**src/rtl/burst_sync_pkg.sv**
```systemverilog
package burst_sync_pkg;

    typedef enum logic {
        ROLE_MASTER = 1'b0,
        ROLE_SLAVE  = 1'b1
    } loop_role_e;

    // Window verdict handed from the burst timer to the flywheel
    typedef struct packed {
        logic good;
        logic miss;
    } window_evt_t;

    localparam window_evt_t NO_EVENT = '{good: 1'b0, miss: 1'b0};

    function automatic window_evt_t make_evt(input logic closed, input logic hit);
        window_evt_t e;
        e.good = closed & hit;
        e.miss = closed & ~hit;
        return e;
    endfunction

endpackage

```
**src/rtl/burst_frame_timer.sv**
```systemverilog
module burst_frame_timer
    import burst_sync_pkg::*;
#(
    parameter int FRAME_LEN = 64,
    parameter int BURST_LEN = 37,
    parameter int GUARD     = 6
) (
    input  logic        clk,
    input  logic        rst,
    input  logic        activate,
    input  loop_role_e  role,
    input  logic        ext_sync_en,
    input  logic        ext_sync,
    input  logic        rx_burst_end,
    input  logic        rx_burst_ok,
    output logic        tx_en,
    output logic        rx_en,
    output window_evt_t evt
);
    localparam int CW = $clog2(FRAME_LEN);
    localparam logic [CW-1:0] LAST     = CW'(FRAME_LEN - 1);
    localparam logic [CW-1:0] TX_END   = CW'(BURST_LEN);
    localparam logic [CW-1:0] RPL_BEG  = CW'(GUARD);
    localparam logic [CW-1:0] RPL_END  = CW'(GUARD + BURST_LEN);

    logic          act_q;
    logic [CW-1:0] cnt;
    logic          odd_period;
    logic          heard;
    logic          seen;

    logic is_slave, cnt_last, wake_tx, reply_tx, accept, restart;

    always_comb begin
        is_slave = (role == ROLE_SLAVE);
        cnt_last = (cnt == LAST);
        wake_tx  = !odd_period && (cnt < TX_END);
        reply_tx = (cnt >= RPL_BEG) && (cnt < RPL_END);
        if (!act_q) begin
            tx_en = 1'b0;
            rx_en = 1'b0;
        end else if (!is_slave) begin
            tx_en = (cnt < TX_END);
            rx_en = (cnt >= TX_END);
        end else if (heard) begin
            tx_en = reply_tx;
            rx_en = (cnt >= RPL_END);
        end else begin
            tx_en = wake_tx;
            rx_en = !wake_tx;
        end
        accept  = rx_burst_end && rx_burst_ok && rx_en;
        restart = !is_slave && ext_sync_en && ext_sync;
        evt     = NO_EVENT;
        if (activate && act_q) begin
            if (is_slave)
                evt = accept ? make_evt(1'b1, 1'b1) : make_evt(cnt_last, 1'b0);
            else if (!restart)
                evt = make_evt(cnt_last, seen || accept);
        end
    end

    always_ff @(posedge clk) begin
        if (rst || !activate) begin
            act_q      <= 1'b0;
            cnt        <= '0;
            odd_period <= 1'b0;
            heard      <= 1'b0;
            seen       <= 1'b0;
        end else begin
            act_q <= 1'b1;
            if (act_q) begin
                if (!is_slave) begin
                    if (restart) begin
                        cnt  <= '0;
                        seen <= seen || accept;
                    end else if (cnt_last) begin
                        cnt        <= '0;
                        odd_period <= !odd_period;
                        seen       <= 1'b0;
                    end else begin
                        cnt  <= cnt + 1'b1;
                        seen <= seen || accept;
                    end
                end else begin
                    if (accept) begin
                        cnt        <= '0;
                        odd_period <= 1'b0;
                        heard      <= 1'b1;
                    end else if (cnt_last) begin
                        cnt        <= '0;
                        odd_period <= !odd_period;
                    end else begin
                        cnt <= cnt + 1'b1;
                    end
                end
            end
        end
    end

    assert_tx_rx_exclusive_R2: assert property (@(posedge clk) disable iff (rst)
        !(tx_en && rx_en));

    assert_guard_after_accept_R5: assert property (@(posedge clk) disable iff (rst)
        (accept && is_slave && activate) |=> (!tx_en && !rx_en));

    assert_single_verdict_R7: assert property (@(posedge clk) disable iff (rst)
        !(evt.good && evt.miss));

    assert_ignored_strobe_R6: assert property (@(posedge clk) disable iff (rst)
        (is_slave && activate && act_q && rx_burst_end && !rx_en && !cnt_last)
        |=> (cnt == $past(cnt) + 1'b1));

endmodule

```
**src/rtl/sync_flywheel.sv**
```systemverilog
module sync_flywheel
    import burst_sync_pkg::*;
#(
    parameter int ACQ_COUNT  = 4,
    parameter int LOSS_COUNT = 4
) (
    input  logic        clk,
    input  logic        rst,
    input  logic        activate,
    input  window_evt_t evt,
    output logic        in_sync
);
    localparam int GW = $clog2(ACQ_COUNT + 1);
    localparam int MW = $clog2(LOSS_COUNT + 1);
    localparam logic [GW-1:0] GOOD_TOP = GW'(ACQ_COUNT - 1);
    localparam logic [MW-1:0] MISS_TOP = MW'(LOSS_COUNT - 1);

    logic [GW-1:0] good_run;
    logic [MW-1:0] miss_run;

    always_ff @(posedge clk) begin
        if (rst || !activate) begin
            in_sync  <= 1'b0;
            good_run <= '0;
            miss_run <= '0;
        end else if (!in_sync) begin
            if (evt.good) begin
                if (good_run == GOOD_TOP) begin
                    in_sync  <= 1'b1;
                    good_run <= '0;
                    miss_run <= '0;
                end else begin
                    good_run <= good_run + 1'b1;
                end
            end else if (evt.miss) begin
                good_run <= '0;
            end
        end else begin
            if (evt.miss) begin
                if (miss_run == MISS_TOP) begin
                    in_sync  <= 1'b0;
                    miss_run <= '0;
                    good_run <= '0;
                end else begin
                    miss_run <= miss_run + 1'b1;
                end
            end else if (evt.good) begin
                miss_run <= '0;
            end
        end
    end

    assert_rise_needs_good_R7: assert property (@(posedge clk) disable iff (rst)
        $rose(in_sync) |-> $past(evt.good));

    assert_fall_has_cause_R8: assert property (@(posedge clk) disable iff (rst)
        $fell(in_sync) |-> ($past(evt.miss) || !$past(activate)));

    assert_good_run_bound_R7: assert property (@(posedge clk) disable iff (rst)
        good_run < GW'(ACQ_COUNT));

    assert_miss_run_bound_R8: assert property (@(posedge clk) disable iff (rst)
        miss_run < MW'(LOSS_COUNT));

endmodule

```
**src/rtl/status_notifier.sv**
```systemverilog
module status_notifier (
    input  logic clk,
    input  logic rst,
    input  logic line_detect,
    input  logic in_sync,
    output logic status_change
);
    logic ld_q, ld_d, sync_d;

    always_ff @(posedge clk) begin
        if (rst) begin
            ld_q   <= 1'b0;
            ld_d   <= 1'b0;
            sync_d <= 1'b0;
        end else begin
            ld_q   <= line_detect;
            ld_d   <= ld_q;
            sync_d <= in_sync;
        end
    end

    assign status_change = (ld_q ^ ld_d) | (in_sync ^ sync_d);

    assert_pulse_is_single_R9: assert property (@(posedge clk) disable iff (rst)
        (status_change && $stable(line_detect) && $stable(in_sync)) |=> !status_change);

endmodule

```
**src/rtl/burst_loop_sync.sv**
```systemverilog
module burst_loop_sync
    import burst_sync_pkg::*;
#(
    parameter int FRAME_LEN  = 64,
    parameter int BURST_LEN  = 37,
    parameter int GUARD      = 6,
    parameter int ACQ_COUNT  = 4,
    parameter int LOSS_COUNT = 4
) (
    input  logic clk,
    input  logic rst,
    input  logic slave_mode,
    input  logic activate,
    input  logic line_detect,
    input  logic ext_sync_en,
    input  logic ext_sync,
    input  logic rx_burst_end,
    input  logic rx_burst_ok,
    output logic tx_enable,
    output logic rx_enable,
    output logic in_sync,
    output logic status_change
);
    loop_role_e  role;
    window_evt_t evt;

    assign role = slave_mode ? ROLE_SLAVE : ROLE_MASTER;

    burst_frame_timer #(
        .FRAME_LEN (FRAME_LEN),
        .BURST_LEN (BURST_LEN),
        .GUARD     (GUARD)
    ) u_timer (
        .clk          (clk),
        .rst          (rst),
        .activate     (activate),
        .role         (role),
        .ext_sync_en  (ext_sync_en),
        .ext_sync     (ext_sync),
        .rx_burst_end (rx_burst_end),
        .rx_burst_ok  (rx_burst_ok),
        .tx_en        (tx_enable),
        .rx_en        (rx_enable),
        .evt          (evt)
    );

    sync_flywheel #(
        .ACQ_COUNT  (ACQ_COUNT),
        .LOSS_COUNT (LOSS_COUNT)
    ) u_flywheel (
        .clk      (clk),
        .rst      (rst),
        .activate (activate),
        .evt      (evt),
        .in_sync  (in_sync)
    );

    status_notifier u_status (
        .clk           (clk),
        .rst           (rst),
        .line_detect   (line_detect),
        .in_sync       (in_sync),
        .status_change (status_change)
    );

    assert_deactivate_clears_R10: assert property (@(posedge clk) disable iff (rst)
        !$past(activate) |-> (!tx_enable && !rx_enable && !in_sync));

    assert_sync_change_flagged_R9: assert property (@(posedge clk) disable iff (rst)
        (in_sync != $past(in_sync)) |-> status_change);

endmodule

```
**config.mk**
```make
export PLATFORM = sky130hd
export DESIGN_NAME = burst_loop_sync
export DESIGN_NICKNAME = d
export VERILOG_FILES = /design/src/rtl/burst_sync_pkg.sv /design/src/rtl/burst_frame_timer.sv /design/src/rtl/sync_flywheel.sv /design/src/rtl/status_notifier.sv /design/src/rtl/burst_loop_sync.sv
export SDC_FILE = /design/constraint.sdc
export NUM_CORES = 1
export LEC_CHECK = 0
export BUFFER_PORTS_ARGS = -buffer_cell sky130_fd_sc_hd__buf_2
export CORE_MARGIN = 10
export CORE_UTILIZATION = 55
export CTS_CLUSTER_DIAMETER = 150
export DETAILED_ROUTE_END_ITERATION = 8
export PLACE_DENSITY_LB_ADDON = 0.1
export SLEW_MARGIN = 15
export SYNTH_ARGS = -nofsm -noshare
export SYNTH_HDL_FRONTEND = slang
export SYNTH_SLANG_ARGS = --single-unit
```
**constraint.sdc**
```tcl
create_clock -name clk -period 3.3 [get_ports clk]
set_clock_uncertainty 0.05 [all_clocks]
set_input_delay 0.495 -clock clk [delete_from_list [all_inputs] [get_ports clk]]
set_output_delay 0.495 -clock clk [all_outputs]
set_load 0.02 [all_outputs]
```
Word level (Yosys, flattened, before mapping)
Index checks and enable logic that the tools add are counted.
{"block": "op_classes", "addsub": 3, "magnitude_cmp": 5, "n_eq_ne": 6, "mux": 39, "bitwise_logic": 7, "reduce_logical": 21}
{"cell": "$mux 3", "count": 12}
{"cell": "$mux 6", "count": 4}
{"cell": "$mux 1", "count": 19}
{"cell": "$ge 6x6->1 const B", "count": 2}
{"cell": "$lt 6x6->1 const B", "count": 2}
{"cell": "$reduce_and 3->1", "count": 3}
{"cell": "$mux 2", "count": 4}
{"cell": "$logic_and 1x1->1", "count": 7}
{"cell": "$add 3x1->3 const B", "count": 2}
{"cell": "$add 6x1->6 const B", "count": 1}
{"cell": "$eq 3x2->1 const B", "count": 2}
{"cell": "$eq 6x6->1 const B", "count": 1}
{"cell": "$ge 6x3->1 const B", "count": 1}
{"cell": "$ne 2x2->1 const B", "count": 3}
{"cell": "$reduce_bool 2->1", "count": 3}
{"cell": "$logic_not 1->1", "count": 4}
{"cell": "$reduce_and 2->1", "count": 2}
{"cell": "$and 1x1->1", "count": 2}
{"cell": "$logic_or 1x1->1", "count": 2}
{"cell": "$not 1->1", "count": 2}
{"cell": "$xor 1x1->1", "count": 2}
{"cell": "$or 1x1->1", "count": 1}
{"block": "word_totals", "reg_bits": 20, "inputBits": 9, "out_inout_bits": 4, "word_cells": 92}

Longest topological paths before layout
{"block": "depth", "depth_word": 16, "mapped_depth": 8}

Cells and area by module
From an unflattened synthesis, not the netlist that was laid out.
{"block": "unflattened", "hier_cells": 136, "area_unflattened_um2": 1199.9}
{"mod": "burst_frame_timer", "n_inst": 1, "cells_each": 94, "area_per_inst_um2": 755.7}
{"mod": "sync_flywheel", "n_inst": 1, "cells_each": 33, "area_per_inst_um2": 337.8}
{"mod": "status_notifier", "n_inst": 1, "cells_each": 9, "area_per_inst_um2": 106.4}

Worst setup path after synthesis
Ideal clock, no wire load.
{"block": "synth_timing", "path_kind": "reg2out", "from": "reg u_timer.cnt[0]", "to": "out rx_enable", "t_arrival_ns": 1.586, "t_required_ns": 2.755, "path_slack_ns": 1.169, "path_stages_with_launch": 7, "path_cell_list": "dfxtp_1 > inv_1 > ha_1 > nor2b_4 > o311a_4 > or3_1 > nor2b_1"}
{"block": "synth_between", "elab_chain_cells": 6, "elab_cells_between_ends": 8, "classes_between": "3 x order compare; 3 x mux; 2 x reduce/logical"}
{"element": "start: declaration", "line": "burst_frame_timer.sv:27", "rtl": "logic [CW-1:0] cnt;"}
{"element": "start signal: assignment", "line": "burst_frame_timer.sv:82", "rtl": "cnt <= cnt + 1'b1;"}
{"element": "start signal: assignment", "line": "burst_frame_timer.sv:94", "rtl": "cnt <= cnt + 1'b1;"}
{"element": "$lt 6x6->1", "line": "burst_frame_timer.sv:37", "rtl": "wake_tx = !odd_period && (cnt < TX_END);"}
{"element": "$logic_and 1x1->1", "line": "burst_frame_timer.sv:37"}
{"element": "$logic_not 1->1", "line": "burst_frame_timer.sv:50", "rtl": "rx_en = !wake_tx;"}
{"element": "$mux 1", "line": "burst_frame_timer.sv:45", "rtl": "end else if (heard) begin"}
{"element": "$mux 1 (*)", "line": "burst_frame_timer.sv:42", "rtl": "end else if (!is_slave) begin"}
{"element": "$mux 1 (*)", "line": "burst_frame_timer.sv:39", "rtl": "if (!act_q) begin"}
{"element": "end: declaration", "line": "burst_loop_sync.sv:20", "rtl": "output logic rx_enable,"}
Mark *: on every way between the ends. The rest lies on a longest branch, timed or not.

Worst setup path in the final report
Same ends and word-level chain as after synthesis.

==> metrics.json <==
{
  "floorplan": {
    "core_area_um2": 2230,
    "number_of_i_o_pins": 13,
    "die_width_um": 68.6,
    "design.die.area_um2": 4710,
    "floorplan.initialDensity": 0.583,
    "std_cell_rows": 17,
    "die_height_um": 68.6
  },
  "clocking": {
    "tritoncts_num_sinks": 20,
    "post_cts.resized_instances": 0,
    "insertion_delay_ns": 0.30,
    "post-cts-setup-buffer-count": 0,
    "root_buffer": "clkbuf_4",
    "tritoncts.num_buffers": 3,
    "h-tree-depth": 1,
    "tritoncts": "done",
    "cts_hold_buf": 0,
    "path_clk_slew_ns": 0.12,
    "cts_max_path_buffers": 2
  },
  "final_layout": {
    "largest_register_ff_count": 6,
    "reg.largest.list": "u_timer.cnt (6), u_flywheel.good_run (3), u_flywheel.miss_run (3)",
    "design.final.nets": 178,
    "proportion_of_layout_cells_with_a_drive_suffix_above_1": 0.154,
    "syn_to_final_growth_pct": 8.65,
    "largest-register": "u_timer.cnt",
    "antenna_cells": 0
  },
  "route": {
    "detail_route.first_pass.iterations": 4,
    "detail-route-antenna-nets": 0,
    "route.final.wire_length_mm": 2.87,
    "drc": 0,
    "total_number_of_vias": 1140,
    "post_drt_via_cell_ratio": 6.00,
    "drt_iter0_markers": 51,
    "routedWlPerCell_um": 15.1
  },
  "worst_hold_path": {
    "hold_path.class": "in -> reg",
    "hold_path.startpoint": "rst",
    "holdPathStages": 2,
    "min_delay_worst_endpoint": "u_status.sync_d"
  },
  "pwr": {
    "pwr-share-seq": 0.503,
    "power.combinational.fraction": 0.081,
    "power.share.clock": 0.415,
    "p_int_uw": 381,
    "max-vdd-ir-drop_uv": 235,
    "power_density_nw_per_um2": 347,
    "switching_power_as_a_share_of_total_power": 0.223,
    "p_leak_uw": 0.000535,
    "net-switching-power_uw": 110
  },
  "timing": {
    "fin_crit_sh": 0.810,
    "worstMarginPinSlew_ns": 0.449,
    "max_freq_mhz": 374,
    "rsz0062_at_grt": "no",
    "setup_violations_final": 0,
    "fin_tns_setup_ns": 0,
    "maxSlewViolCount": 0,
    "layout_min_cycle_time_ns": 2.67,
    "final_critical_path_setup_slack_ns": 0.628,
    "final_hold_viol_count": 0,
    "timing.max_slew.rel_slack": 0.700
  },
  "critical_path": {
    "r2r_cells": 7,
    "regToRegSetupSlack_ns": 0.98,
    "worstSetupEndpointType": "output pin",
    "worstPathArrival_ns": 2.13,
    "worstSetupPathType": "reg -> out",
    "r2r_end": "u_flywheel.miss_run[1]",
    "regToRegStartpoint": "u_timer.cnt[1]",
    "worst_path_max_fanout": 5,
    "critPathRequiredTime_ns": 2.75,
    "start_kind": "register"
  },
  "placed_design": {
    "pre_cts_worst_setup_slack_ns": 0.999,
    "dp_hpwl_mm": 2.17,
    "gp_routability_congestion": 0.875,
    "numPortBuffers": 12
  },
  "grt": {
    "vias_in_the_first_global_route": 1144,
    "total_congestion_overflow_after_global_routing": 0,
    "maximum_number_of_pins_on_one_net_before_global_route_repair": 13,
    "track_usage": 0.135,
    "wire_length_of_the_first_global_routing_pass_mm": 5.09,
    "antenna_found_initial": 0
  },
  "yosys": {
    "synth.mux.area_fraction": 0.00865,
    "syn-instance-count": 152,
    "asyncSetResetFlopFracSynth": 0,
    "synthXorXnorAreaFrac": 0.0269,
    "synth_simple_gate_area_frac": 0.292,
    "seq_area_frac_synth": 0.308,
    "synth.largest_area_cell": "dfxtp_1",
    "postSynthRegisterBits": 20,
    "syn-mean-instance-area_um2": 8.56,
    "synth_top_cells_by_area": "dfxtp_1, ha_1, o31ai_4",
    "ys_warn_count": 0,
    "synth_ff_type": "dfxtp_1",
    "synth-edff-count": 0,
    "synth_area_in_compound_gates": 0.257,
    "mappedNetlistArea_um2": 1300,
    "dominant_combinational_cell_family_by_area_after_synthesis": "simple AND/OR/NAND/NOR gates",
    "postSynthNetCount": 167,
    "yosysMostFrequentCell": "dfxtp_1",
    "synth.top_cells.by_count": "dfxtp_1, nand2_1, a21oi_1, nand3_1",
    "synth_top_cell_area_share": 0.308,
    "synth.lib_cells_used.distinct": 40,
    "synth_adder_area_share": 0.0577
  },
  "run": {
    "cap_violations": 0
  },
  "run_status": {
    "status": "completed"
  }
}
-- cells in the final DEF (no fill, tap or decap), types with 3 or more instances in the layout --
master	netlist	routed
a31oi_1	4	4
dfxtp_1	20	20
o31ai_4	3	3
clkbuf_4	0	3
nand2b_1	7	7
nor2b_1	7	7
nor2_1	8	8
nor3_1	3	3
buf_2	4	12
and4_1	4	4
nand3_1	10	10
ha_1	6	6
nand2_1	13	13
inv_1	8	8
a21oi_1	10	10
xnor2_1	4	4
o21a_1	3	3
o21ai_0	7	7
nand4_1	3	3
-- logic make-up after synthesis --
group	Yosys count
and+or+nand+nor	67
AOI/OAI and AO/OA	40
DFF	20
buffers and inverters	14
adders and majority gates	6
xor gates and xnor gates	4
muxes	1
-- how the worst max path moves through the flow --
stage              startpoint   endpoint  slack [ns]  depth (start not counted)
2_1_floorplan  u_timer.cnt[0]  rx_enable        1.17                          6
3_3_place_gp   u_timer.cnt[0]  rx_enable        1.04                          7
3_5_place_dp   u_timer.cnt[0]  rx_enable         1.0                          7
5_1_grt        u_timer.cnt[1]  rx_enable        0.51                          6
4_1_cts        u_timer.cnt[0]  rx_enable        0.65                          7
6_report       u_timer.cnt[0]  rx_enable        0.63                          7
-- stage by stage --
stage          utilization  instances  hold slack, ns  cell area, um^2  power (uW)
2_1_floorplan            -        152           0.378             1300         279
5_1_grt              0.633        190           0.307             1410         508
4_1_cts              0.633        190           0.307             1410         493
3_5_place_dp         0.610        186           0.414             1360         292
3_3_place_gp         0.610        186           0.396             1360         292
6_report             0.633        190           0.310             1410         491
-- layer usage --
layer  GRT usage  routed length (um)  up-vias
met5           0                   0        -
met4      0.0603                  27        0
met3      0.0290                  81        4
met2       0.227                1420       16
met1       0.162                1340      541
li1            -                   -      579
-- power by group through the flow --
stage | sequential [uW] | combinational, uW | clock (uW)
after detailed placement | 253 | 39.9 | 0
after floorplan | 250 | 28.6 | 0
final | 247 | 39.9 | 204
after CTS | 247 | 40.1 | 206
after global placement | 252 | 39.4 | 0
after global routing | 248 | 44.7 | 216
-- final cells by class --
class | instances | area (um^2)
fillers | 210 | 820
multi-input cells | 118 | 836
clock buffers | 3 | 22.5
flip-flops and latches | 20 | 400
inverters | 8 | 30.0
well taps | 28 | 35.0
repair buffers | 12 | 60.1
clock inverters | 1 | 30.0
-- worst max-delay path, stage by stage (launching register included) --
cell	delay (ns)
dfxtp_1	0.38
inv_1	0.12
ha_1	0.23
nor2b_4	0.06
o311a_4	0.34
or3_1	0.41
nor2b_1	0.14
buf_2	0.15
No activity file was read; power rests on OpenSTA's default activity.
